===== src/rtl/dp_exec_pkg.sv =====
package dp_exec_pkg;
  localparam int INSTR_W = 32;
  localparam int STAT_W  = 32;
  localparam int SEL_W   = 4;
  localparam int IMM_W   = 8;
  localparam int FLAG_N  = 31;
  localparam int FLAG_Z  = 30;
  localparam int FLAG_C  = 29;
  localparam int FLAG_V  = 28;
  localparam int BAD_BIT = 0;

  typedef enum logic [3:0] {
    OP_AND = 4'd0,  OP_EOR = 4'd1,  OP_SUB = 4'd2,  OP_RSB = 4'd3,
    OP_ADD = 4'd4,  OP_ADC = 4'd5,  OP_SBC = 4'd6,  OP_RSC = 4'd7,
    OP_TST = 4'd8,  OP_TEQ = 4'd9,  OP_CMP = 4'd10, OP_CMN = 4'd11,
    OP_ORR = 4'd12, OP_MOV = 4'd13, OP_BIC = 4'd14, OP_MVN = 4'd15
  } dp_op_e;

  typedef struct packed {
    dp_op_e             op;
    logic               use_imm;
    logic               set_flags;
    logic [SEL_W-1:0]   rn;
    logic [SEL_W-1:0]   rd;
    logic [SEL_W-1:0]   rm;
    logic [IMM_W-1:0]   imm;
    logic               is_cmp;
    logic               legal;
  } dp_dec_t;
endpackage


===== src/rtl/dp_decode.sv =====
module dp_decode
  import dp_exec_pkg::*;
(
  input  logic [INSTR_W-1:0] instr_i,
  output dp_dec_t            dec_o
);
  logic hi_ok, op2_ok, cmp_ok, mov_ok;
  dp_op_e op;

  assign op = dp_op_e'(instr_i[24:21]);

  always_comb begin
    dec_o.op        = op;
    dec_o.use_imm   = instr_i[25];
    dec_o.set_flags = instr_i[20];
    dec_o.rn        = instr_i[19:16];
    dec_o.rd        = instr_i[15:12];
    dec_o.rm        = instr_i[3:0];
    dec_o.imm       = instr_i[7:0];
    dec_o.is_cmp    = (instr_i[24:23] == 2'b10);
    dec_o.legal     = hi_ok && op2_ok && cmp_ok && mov_ok;
  end

  // condition field unsupported, class bits must select data processing
  assign hi_ok  = (instr_i[31:26] == '0);
  assign op2_ok = instr_i[25] ? (instr_i[11:8] == '0) : (instr_i[11:4] == '0);
  assign cmp_ok = (instr_i[24:23] != 2'b10) || instr_i[20];
  assign mov_ok = !((op == OP_MOV) || (op == OP_MVN)) || (instr_i[19:16] == '0);
endmodule


===== src/rtl/dp_alu.sv =====
module dp_alu
  import dp_exec_pkg::*;
#(
  parameter int DATA_W = 32
) (
  input  dp_op_e            op_i,
  input  logic [DATA_W-1:0] a_i,
  input  logic [DATA_W-1:0] b_i,
  input  logic              cin_i,
  output logic [DATA_W-1:0] res_o,
  output logic              c_o,
  output logic              v_o,
  output logic              arith_o
);
  localparam int MSB = DATA_W - 1;

  logic [DATA_W-1:0] x, y;
  logic              ci;
  logic [DATA_W:0]   sum;

  // one adder; subtract forms invert an operand, reverse forms swap
  always_comb begin
    x = a_i;
    y = b_i;
    ci = 1'b0;
    arith_o = 1'b1;
    unique case (op_i)
      OP_SUB, OP_CMP: begin y = ~b_i; ci = 1'b1; end
      OP_RSB:         begin x = b_i; y = ~a_i; ci = 1'b1; end
      OP_ADD, OP_CMN: ci = 1'b0;
      OP_ADC:         ci = cin_i;
      OP_SBC:         begin y = ~b_i; ci = cin_i; end
      OP_RSC:         begin x = b_i; y = ~a_i; ci = cin_i; end
      default:        arith_o = 1'b0;
    endcase
  end

  assign sum = {1'b0, x} + {1'b0, y} + {{DATA_W{1'b0}}, ci};
  assign c_o = sum[DATA_W];
  assign v_o = (x[MSB] == y[MSB]) && (sum[MSB] != x[MSB]);

  always_comb begin
    unique case (op_i)
      OP_AND, OP_TST: res_o = a_i & b_i;
      OP_EOR, OP_TEQ: res_o = a_i ^ b_i;
      OP_ORR:         res_o = a_i | b_i;
      OP_MOV:         res_o = b_i;
      OP_BIC:         res_o = a_i & ~b_i;
      OP_MVN:         res_o = ~b_i;
      default:        res_o = sum[MSB:0];
    endcase
  end
endmodule


===== src/rtl/dp_status.sv =====
module dp_status
  import dp_exec_pkg::*;
(
  input  logic [STAT_W-1:0] status_i,
  input  logic              legal_i,
  input  logic              upd_i,
  input  logic              arith_i,
  input  logic              n_i,
  input  logic              z_i,
  input  logic              c_i,
  input  logic              v_i,
  output logic [STAT_W-1:0] status_o
);
  always_comb begin
    status_o = status_i;
    status_o[BAD_BIT] = !legal_i;
    if (legal_i && upd_i) begin
      status_o[FLAG_N] = n_i;
      status_o[FLAG_Z] = z_i;
      if (arith_i) begin
        status_o[FLAG_C] = c_i;
        status_o[FLAG_V] = v_i;
      end
    end
  end

  always_comb begin
    if (legal_i && upd_i && !arith_i)
      p_logic_keeps_cv_r5: assert (status_o[FLAG_C] == status_i[FLAG_C] &&
                                   status_o[FLAG_V] == status_i[FLAG_V])
        else $error("logic op changed C/V");
    if (legal_i && !upd_i)
      p_noupd_keep_r6: assert (status_o[STAT_W-1:1] == status_i[STAT_W-1:1])
        else $error("status changed without update");
    if (legal_i)
      p_mid_bits_r9: assert (status_o[FLAG_V-1:1] == status_i[FLAG_V-1:1] && !status_o[BAD_BIT])
        else $error("middle status bits disturbed");
  end
endmodule


===== src/rtl/dp_exec_unit.sv =====
module dp_exec_unit
  import dp_exec_pkg::*;
#(
  parameter int DATA_W = 32
) (
  input  logic [INSTR_W-1:0] instr_i,
  input  logic [STAT_W-1:0]  status_i,
  output logic [SEL_W-1:0]   rs1_sel_o,
  output logic [SEL_W-1:0]   rs2_sel_o,
  input  logic [DATA_W-1:0]  rs1_data_i,
  input  logic [DATA_W-1:0]  rs2_data_i,
  output logic [SEL_W-1:0]   rd_sel_o,
  output logic [DATA_W-1:0]  wr_data_o,
  output logic               wr_en_o,
  output logic [STAT_W-1:0]  status_o
);
  localparam int PAD_W = DATA_W - IMM_W;

  dp_dec_t           dec;
  logic [DATA_W-1:0] op2;
  logic              c_new, v_new, arith, upd;

  dp_decode u_dec (.instr_i(instr_i), .dec_o(dec));

  assign rs1_sel_o = dec.rn;
  assign rs2_sel_o = dec.rm;
  assign rd_sel_o  = dec.rd;
  assign op2       = dec.use_imm ? {{PAD_W{1'b0}}, dec.imm} : rs2_data_i;

  dp_alu #(.DATA_W(DATA_W)) u_alu (
    .op_i   (dec.op),
    .a_i    (rs1_data_i),
    .b_i    (op2),
    .cin_i  (status_i[FLAG_C]),
    .res_o  (wr_data_o),
    .c_o    (c_new),
    .v_o    (v_new),
    .arith_o(arith)
  );

  assign upd     = dec.set_flags || dec.is_cmp;
  assign wr_en_o = dec.legal && !dec.is_cmp;

  dp_status u_st (
    .status_i(status_i),
    .legal_i (dec.legal),
    .upd_i   (upd),
    .arith_i (arith),
    .n_i     (wr_data_o[DATA_W-1]),
    .z_i     (wr_data_o == '0),
    .c_i     (c_new),
    .v_i     (v_new),
    .status_o(status_o)
  );

  always_comb begin
    if (!dec.legal)
      p_bad_quiet_r8: assert (!wr_en_o && status_o[BAD_BIT] &&
                              status_o[STAT_W-1:1] == status_i[STAT_W-1:1])
        else $error("illegal word had side effects");
    if (dec.is_cmp)
      p_cmp_no_write_r4: assert (!wr_en_o) else $error("compare wrote a register");
    if (dec.legal && upd)
      p_nz_track_r5: assert (status_o[FLAG_N] == wr_data_o[DATA_W-1] &&
                             status_o[FLAG_Z] == (wr_data_o == '0))
        else $error("N/Z do not follow result");
  end
endmodule


===== config.mk =====
export PLATFORM = sky130hd
export DESIGN_NAME = dp_exec_unit
export DESIGN_NICKNAME = d
export VERILOG_FILES = /design/src/rtl/dp_exec_pkg.sv /design/src/rtl/dp_decode.sv /design/src/rtl/dp_alu.sv /design/src/rtl/dp_status.sv /design/src/rtl/dp_exec_unit.sv
export SDC_FILE = /design/constraint.sdc
export NUM_CORES = 1
export LEC_CHECK = 0
export ABC_AREA = 0
export BUFFER_PORTS_ARGS = -buffer_cell sky130_fd_sc_hd__buf_2
export CELL_PAD_IN_SITES_DETAIL_PLACEMENT = 1
export CELL_PAD_IN_SITES_GLOBAL_PLACEMENT = 1
export CORE_ASPECT_RATIO = 1.2
export CORE_MARGIN = 1
export CORE_UTILIZATION = 28
export DETAILED_ROUTE_END_ITERATION = 16
export PLACE_DENSITY_LB_ADDON = 0.1
export SYNTH_ARGS = -nofsm -noshare
export SYNTH_HDL_FRONTEND = slang
export SYNTH_SLANG_ARGS = --single-unit

===== constraint.sdc =====
create_clock -name vclk -period 8.7
set_clock_uncertainty 0.05 [all_clocks]
set_input_delay 1.74 -clock vclk [all_inputs]
set_output_delay 1.74 -clock vclk [all_outputs]
set_load 0.03 [all_outputs]

==> impl_metrics.yaml, run 1 <==
place:
  pre_cts_slack_ns: 0.05469
  dp.cells: 1265
  gp_congestion: 0.9264
  placed_cell_area_mm2: 0.006744
  port_buffers: 142
  hpwlAfterDp_um: 20950
cells_and_area:
  area_growth_pct: 12.12
  final_cells: 1266
  ff_latch_area_um2: 0
  fin_util: 0.3212
  fin_nets: 1191
  antennaDiodeCount: 0
  nClkBuffers: 0
  design_area_mm2: 0.006759
  design.seq.count: 0
  drive_above_1_share: 0.2098
logic_synthesis:
  syn_area_mm2: 0.006028
  yosysUniqueCellTypes: 78
  synthCells: 944
  avgSynthCellArea_um2: 6.386
  netlist.area_leader.share: 0.1308
  syn_nets: 1137
  synthTopCellsByCount: "nand2_1, o21ai_0, a21oi_1"
  synth_area_leaders: "ha_1, o21ai_0, nand2_1, a21oi_1, o221ai_1"
  ys_seq_area_frac: 0
  yosysMostFrequentCell: "nand2_1"
  yosys_warnings: 0
  yosys.area.top_type: "ha_1"
routing:
  vias: 7275
  drcViolationCount: 0
  via_per_inst: 5.746
  routedWlPerCell_um: 21.27
  firstDrtPassIters: 4
  drt-initial-drc-count: 276
  antenna_left: 0
  routed_wl_um: 26930
sta:
  hold-worst-slack_ns: 3.430
  fin_crit_ns: 8.463
  worst_pin_slew_ns: 1.031
  fin_crit_sh: 0.9727
  hold_viol_final: 0
  max_freq_mhz: 118.2
  fin_tns_setup_ns: 0
  slew_violations: 0
  setup_violations: 0
  setup_ws_ns: 0.2374
  slew_headroom: 0.2991
global_route:
  grt_antenna_before_repair: 0
  grt_max_degree: 49
  met1_usage: 0.2932
  grt_pass1_vias: 7287
  grt_pass1_wl_um: 41370
  grtUsageMet2: 0.4576
  grt_use_total: 0.2418
  grt-ovfl-total: 0
  grt-busiest-layer: "met2"
  grt_use_met3: 0.01307
power:
  total_power_uw: 656.1
  peakVddDrop_mv: 0.04771
  total_leakage_power_nw: 2.981
  power_density_mw_per_mm2: 97.07
worst_hold_path:
  hold_path.startpoint: "instr_i[12]"
  hold_path.class: "in2out"
  hold_path_depth: 0
  whs_endpoint: "rd_sel_o[0]"
die:
  num_rows: 58
  die_height_um: 162.7
  coreArea_mm2: 0.02105
  die_area_mm2: 0.02212
  io_pins: 205
  die_w_um: 135.9
  initial_core_util: 0.2864
status:
  status: "complete, no violations"
worst_setup_path:
  critPathLaunchType: "primary input"
  cp-end-kind: "output pin"
  crit_fanout: 31
  criticalPathCategory: "in2out"
  cp.required_ns: 6.91
  cp.arrival_ns: 6.67
job:
  max_cap_viol_count: 0
[power breakdown]
part	internal [mW]	total [mW]	leakage, nW	switching [mW]
logic	0.234	0.656	2.98	0.422
clock network	0	0	0	0
registers	0	0	0	0
total	0.234	0.656	2.98	0.422
[routing by layer]
layer  part of all wire  wire [µm]  up-vias
li1                   -          -     3532
met1               0.44      11910     3548
met2               0.51      13670      158
met3              0.029        779       37
met4              0.021        573        0
met5                  0          0        -
[cell families (layout without fill, tap and decap cells)]
logic type | count (synthesis) | in the layout | share of synthesized area
AOI/OAI and AO/OA | 342 | 342 | 0.3746
adders and majority gates | 65 | 65 | 0.1374
buffers and inverters | 179 | 231 | 0.1447
xor gates and xnor gates | 36 | 36 | 0.05230
and+or+nand+nor | 296 | 296 | 0.2379
muxes | 26 | 26 | 0.05313
[area by class of cell]
type | instances | area [µm²]
tap | 270 | 337.8
fill | 2751 | 14290
inverter | 53 | 198.9
multi-input combinational | 765 | 5229
timing repair buffer | 178 | 993.5
[worst max path at each step]
| stage | slack (ns) | from | end | cells after the start |
|---|---|---|---|---|
| 2_1_floorplan | 0.002 | instr_i[21] | status_o[30] | 24 |
| 3_3_place_gp | 0.14 | instr_i[24] | status_o[30] | 20 |
| 3_5_place_dp | 0.05 | instr_i[24] | status_o[30] | 20 |
| 4_1_cts | 0.05 | instr_i[24] | status_o[30] | 20 |
| 5_1_grt | -0.0008 | instr_i[24] | status_o[30] | 20 |
| 6_report | 0.24 | instr_i[24] | status_o[30] | 20 |
[critical path, cell delays in order]
cell and delay [ns]:
buf_2 0.17, and2_1 0.21, nor3_4 0.19, inv_1 0.06, nand2_1 0.15, buf_12 0.25, o221ai_1 0.19, ha_1 0.32
a211oi_1 0.44, o21ai_1 0.24, a211oi_1 0.37, o41ai_1 0.19, buf_4 0.17, a21oi_1 0.31, xnor2_1 0.16, o21ai_0 0.17
or4_1 0.42, or4_1 0.50, o31ai_4 0.18, buf_2 0.22
[cells in the final DEF, fill, tap and decap left out, types with 20 or more instances in the layout]
master and instances:
nand3_1 20, buf_4 35, o221ai_1 41, o21ai_0 94, nor2_1 52, nand2_1 125
xnor2_1 30, buf_2 142, inv_1 51, a21oi_1 74, ha_1 63, nand2b_1 25
[what timing repair did]
action,CTS,global route
endpoints found under the hold margin,0,0
hold buffers,0,0
setup buffers,0,1
gates resized for setup,0,3
endpoints found under the setup margin,0,1
No activity file was read; power rests on OpenSTA's default activity.
==> run 2, diff against run 1 <==
Settings changed: BUFFER_PORTS_ARGS -buffer_cell sky130_fd_sc_hd__buf_2 to -buffer_cell sky130_fd_sc_hd__clkbuf_2.
==> impl_metrics.yaml, run 2 (synthesized netlist as in run 1, its figures left out) <==
worst_setup_path:
  criticalPathCategory: "in2out"
  cp.arrival_ns: 6.68
  worstPathCellList: "clkbuf_2 > and2_1 > nor3_4 > buf_4 > nand2_1 > o221ai_2 > fa_2 > inv_1 > fa_1 > nand2b_1 > a211oi_4 > o21ai_2 > a21o_1 > and3_4 > nand4b_1 > or4_1 > or4_1 > or4_1 > o31ai_4 > clkbuf_2"
  cp-end-kind: "output pin"
  crit_path_max_incr_delay_ns: 0.59
  critPathLaunchType: "primary input"
  crit_fanout: 9
  cp.required_ns: 6.91
  crit_path_top_delay_cell: "or4_1"
  cpMostUsedCell: "or4_1"
  crit_family: "simple AND/OR/NAND/NOR gates"
  cp_num_buf_inv: 4
die:
  initial_core_util: 0.2864
  die_area_mm2: 0.02212
  coreArea_mm2: 0.02105
  num_rows: 58
  die_height_um: 162.7
  io_pins: 205
  die_w_um: 135.9
cells_and_area:
  antennaDiodeCount: 0
  drive_above_1_share: 0.2075
  fin_util: 0.3207
  nClkBuffers: 0
  ff_latch_area_um2: 0
  final_cells: 1263
  area_growth_pct: 11.96
  final_cell_mix: "clkbuf_2, nand2_1, o21ai_0"
  fin_nets: 1188
  layout_commonest_cell: "clkbuf_2"
  design_area_mm2: 0.006749
  design.seq.count: 0
sta:
  hold_viol_final: 0
  fin_tns_setup_ns: 0
  max_freq_mhz: 118.1
  hold-worst-slack_ns: 3.430
  rsz0062_at_grt: "false"
  worst_pin_slew_ns: 1.046
  slew_violations: 0
  setup_violations: 0
  setup_ws_ns: 0.2330
  fin_crit_ns: 8.467
  slew_headroom: 0.2887
  fin_crit_sh: 0.9732
power:
  total_power_uw: 650.8
  power_density_mw_per_mm2: 96.43
  total_leakage_power_nw: 2.998
  peakVddDrop_mv: 0.05293
status:
  status: "complete, no violations"
clock_tree:
  post_cts_buffers: 0
  cts_hold_buf: 0
place:
  placed_cell_area_mm2: 0.006741
  pre_cts_slack_ns: 0.1486
  hpwlAfterDp_um: 20840
  dp.cells: 1263
  gp_congestion: 0.8923
  port_buffers: 142
routing:
  firstDrtPassIters: 5
  vias: 7185
  via_per_inst: 5.689
  routed_wl_um: 26780
  drt-initial-drc-count: 341
  antenna_left: 0
  routedWlPerCell_um: 21.20
  drcViolationCount: 0
global_route:
  grt_use_total: 0.2394
  grt_max_degree: 65
  grt-ovfl-total: 0
  grt_pass1_wl_um: 41010
  grt_pass1_vias: 7179
  grt_antenna_before_repair: 0
job:
  max_cap_viol_count: 0
worst_hold_path:
  hold_path.class: "in2out"
## run 2: power by group
group / total [mW] / internal [mW] / switching [mW]
logic: 0.651 / 0.230 / 0.420
clock network: 0 / 0 / 0
registers: 0 / 0 / 0
total: 0.651 / 0.230 / 0.420
## run 2: path summary, 6_finish.rpt
check | startpoint | to | slack, ns | cells past startpoint
worst max-delay path | instr_i[24] | status_o[30] | 0.23 | 20
worst min-delay path | instr_i[12] | rd_sel_o[0] | 3.43 | 0
## run 2: cell type report
class                      count  area [µm²]
fill                        2804       14300
inverter                      53       198.9
multi-input combinational    765        5229
tap                          270       337.8
timing repair buffer         175       983.4
## run 2: what timing repair did
item	in CTS	in global routing
endpoints found under the hold margin	0	0
setup endpoints to repair	0	1
resized for setup	0	1
## run 2: layer usage
layer | up-vias | GRT usage | part of all wire
met5 | - | 0 | 0
li1 | 3530 | - | -
met2 | 169 | 0.4376 | 0.50
met1 | 3453 | 0.3026 | 0.44
met3 | 33 | 0.01120 | 0.033
met4 | 0 | 0.06061 | 0.030
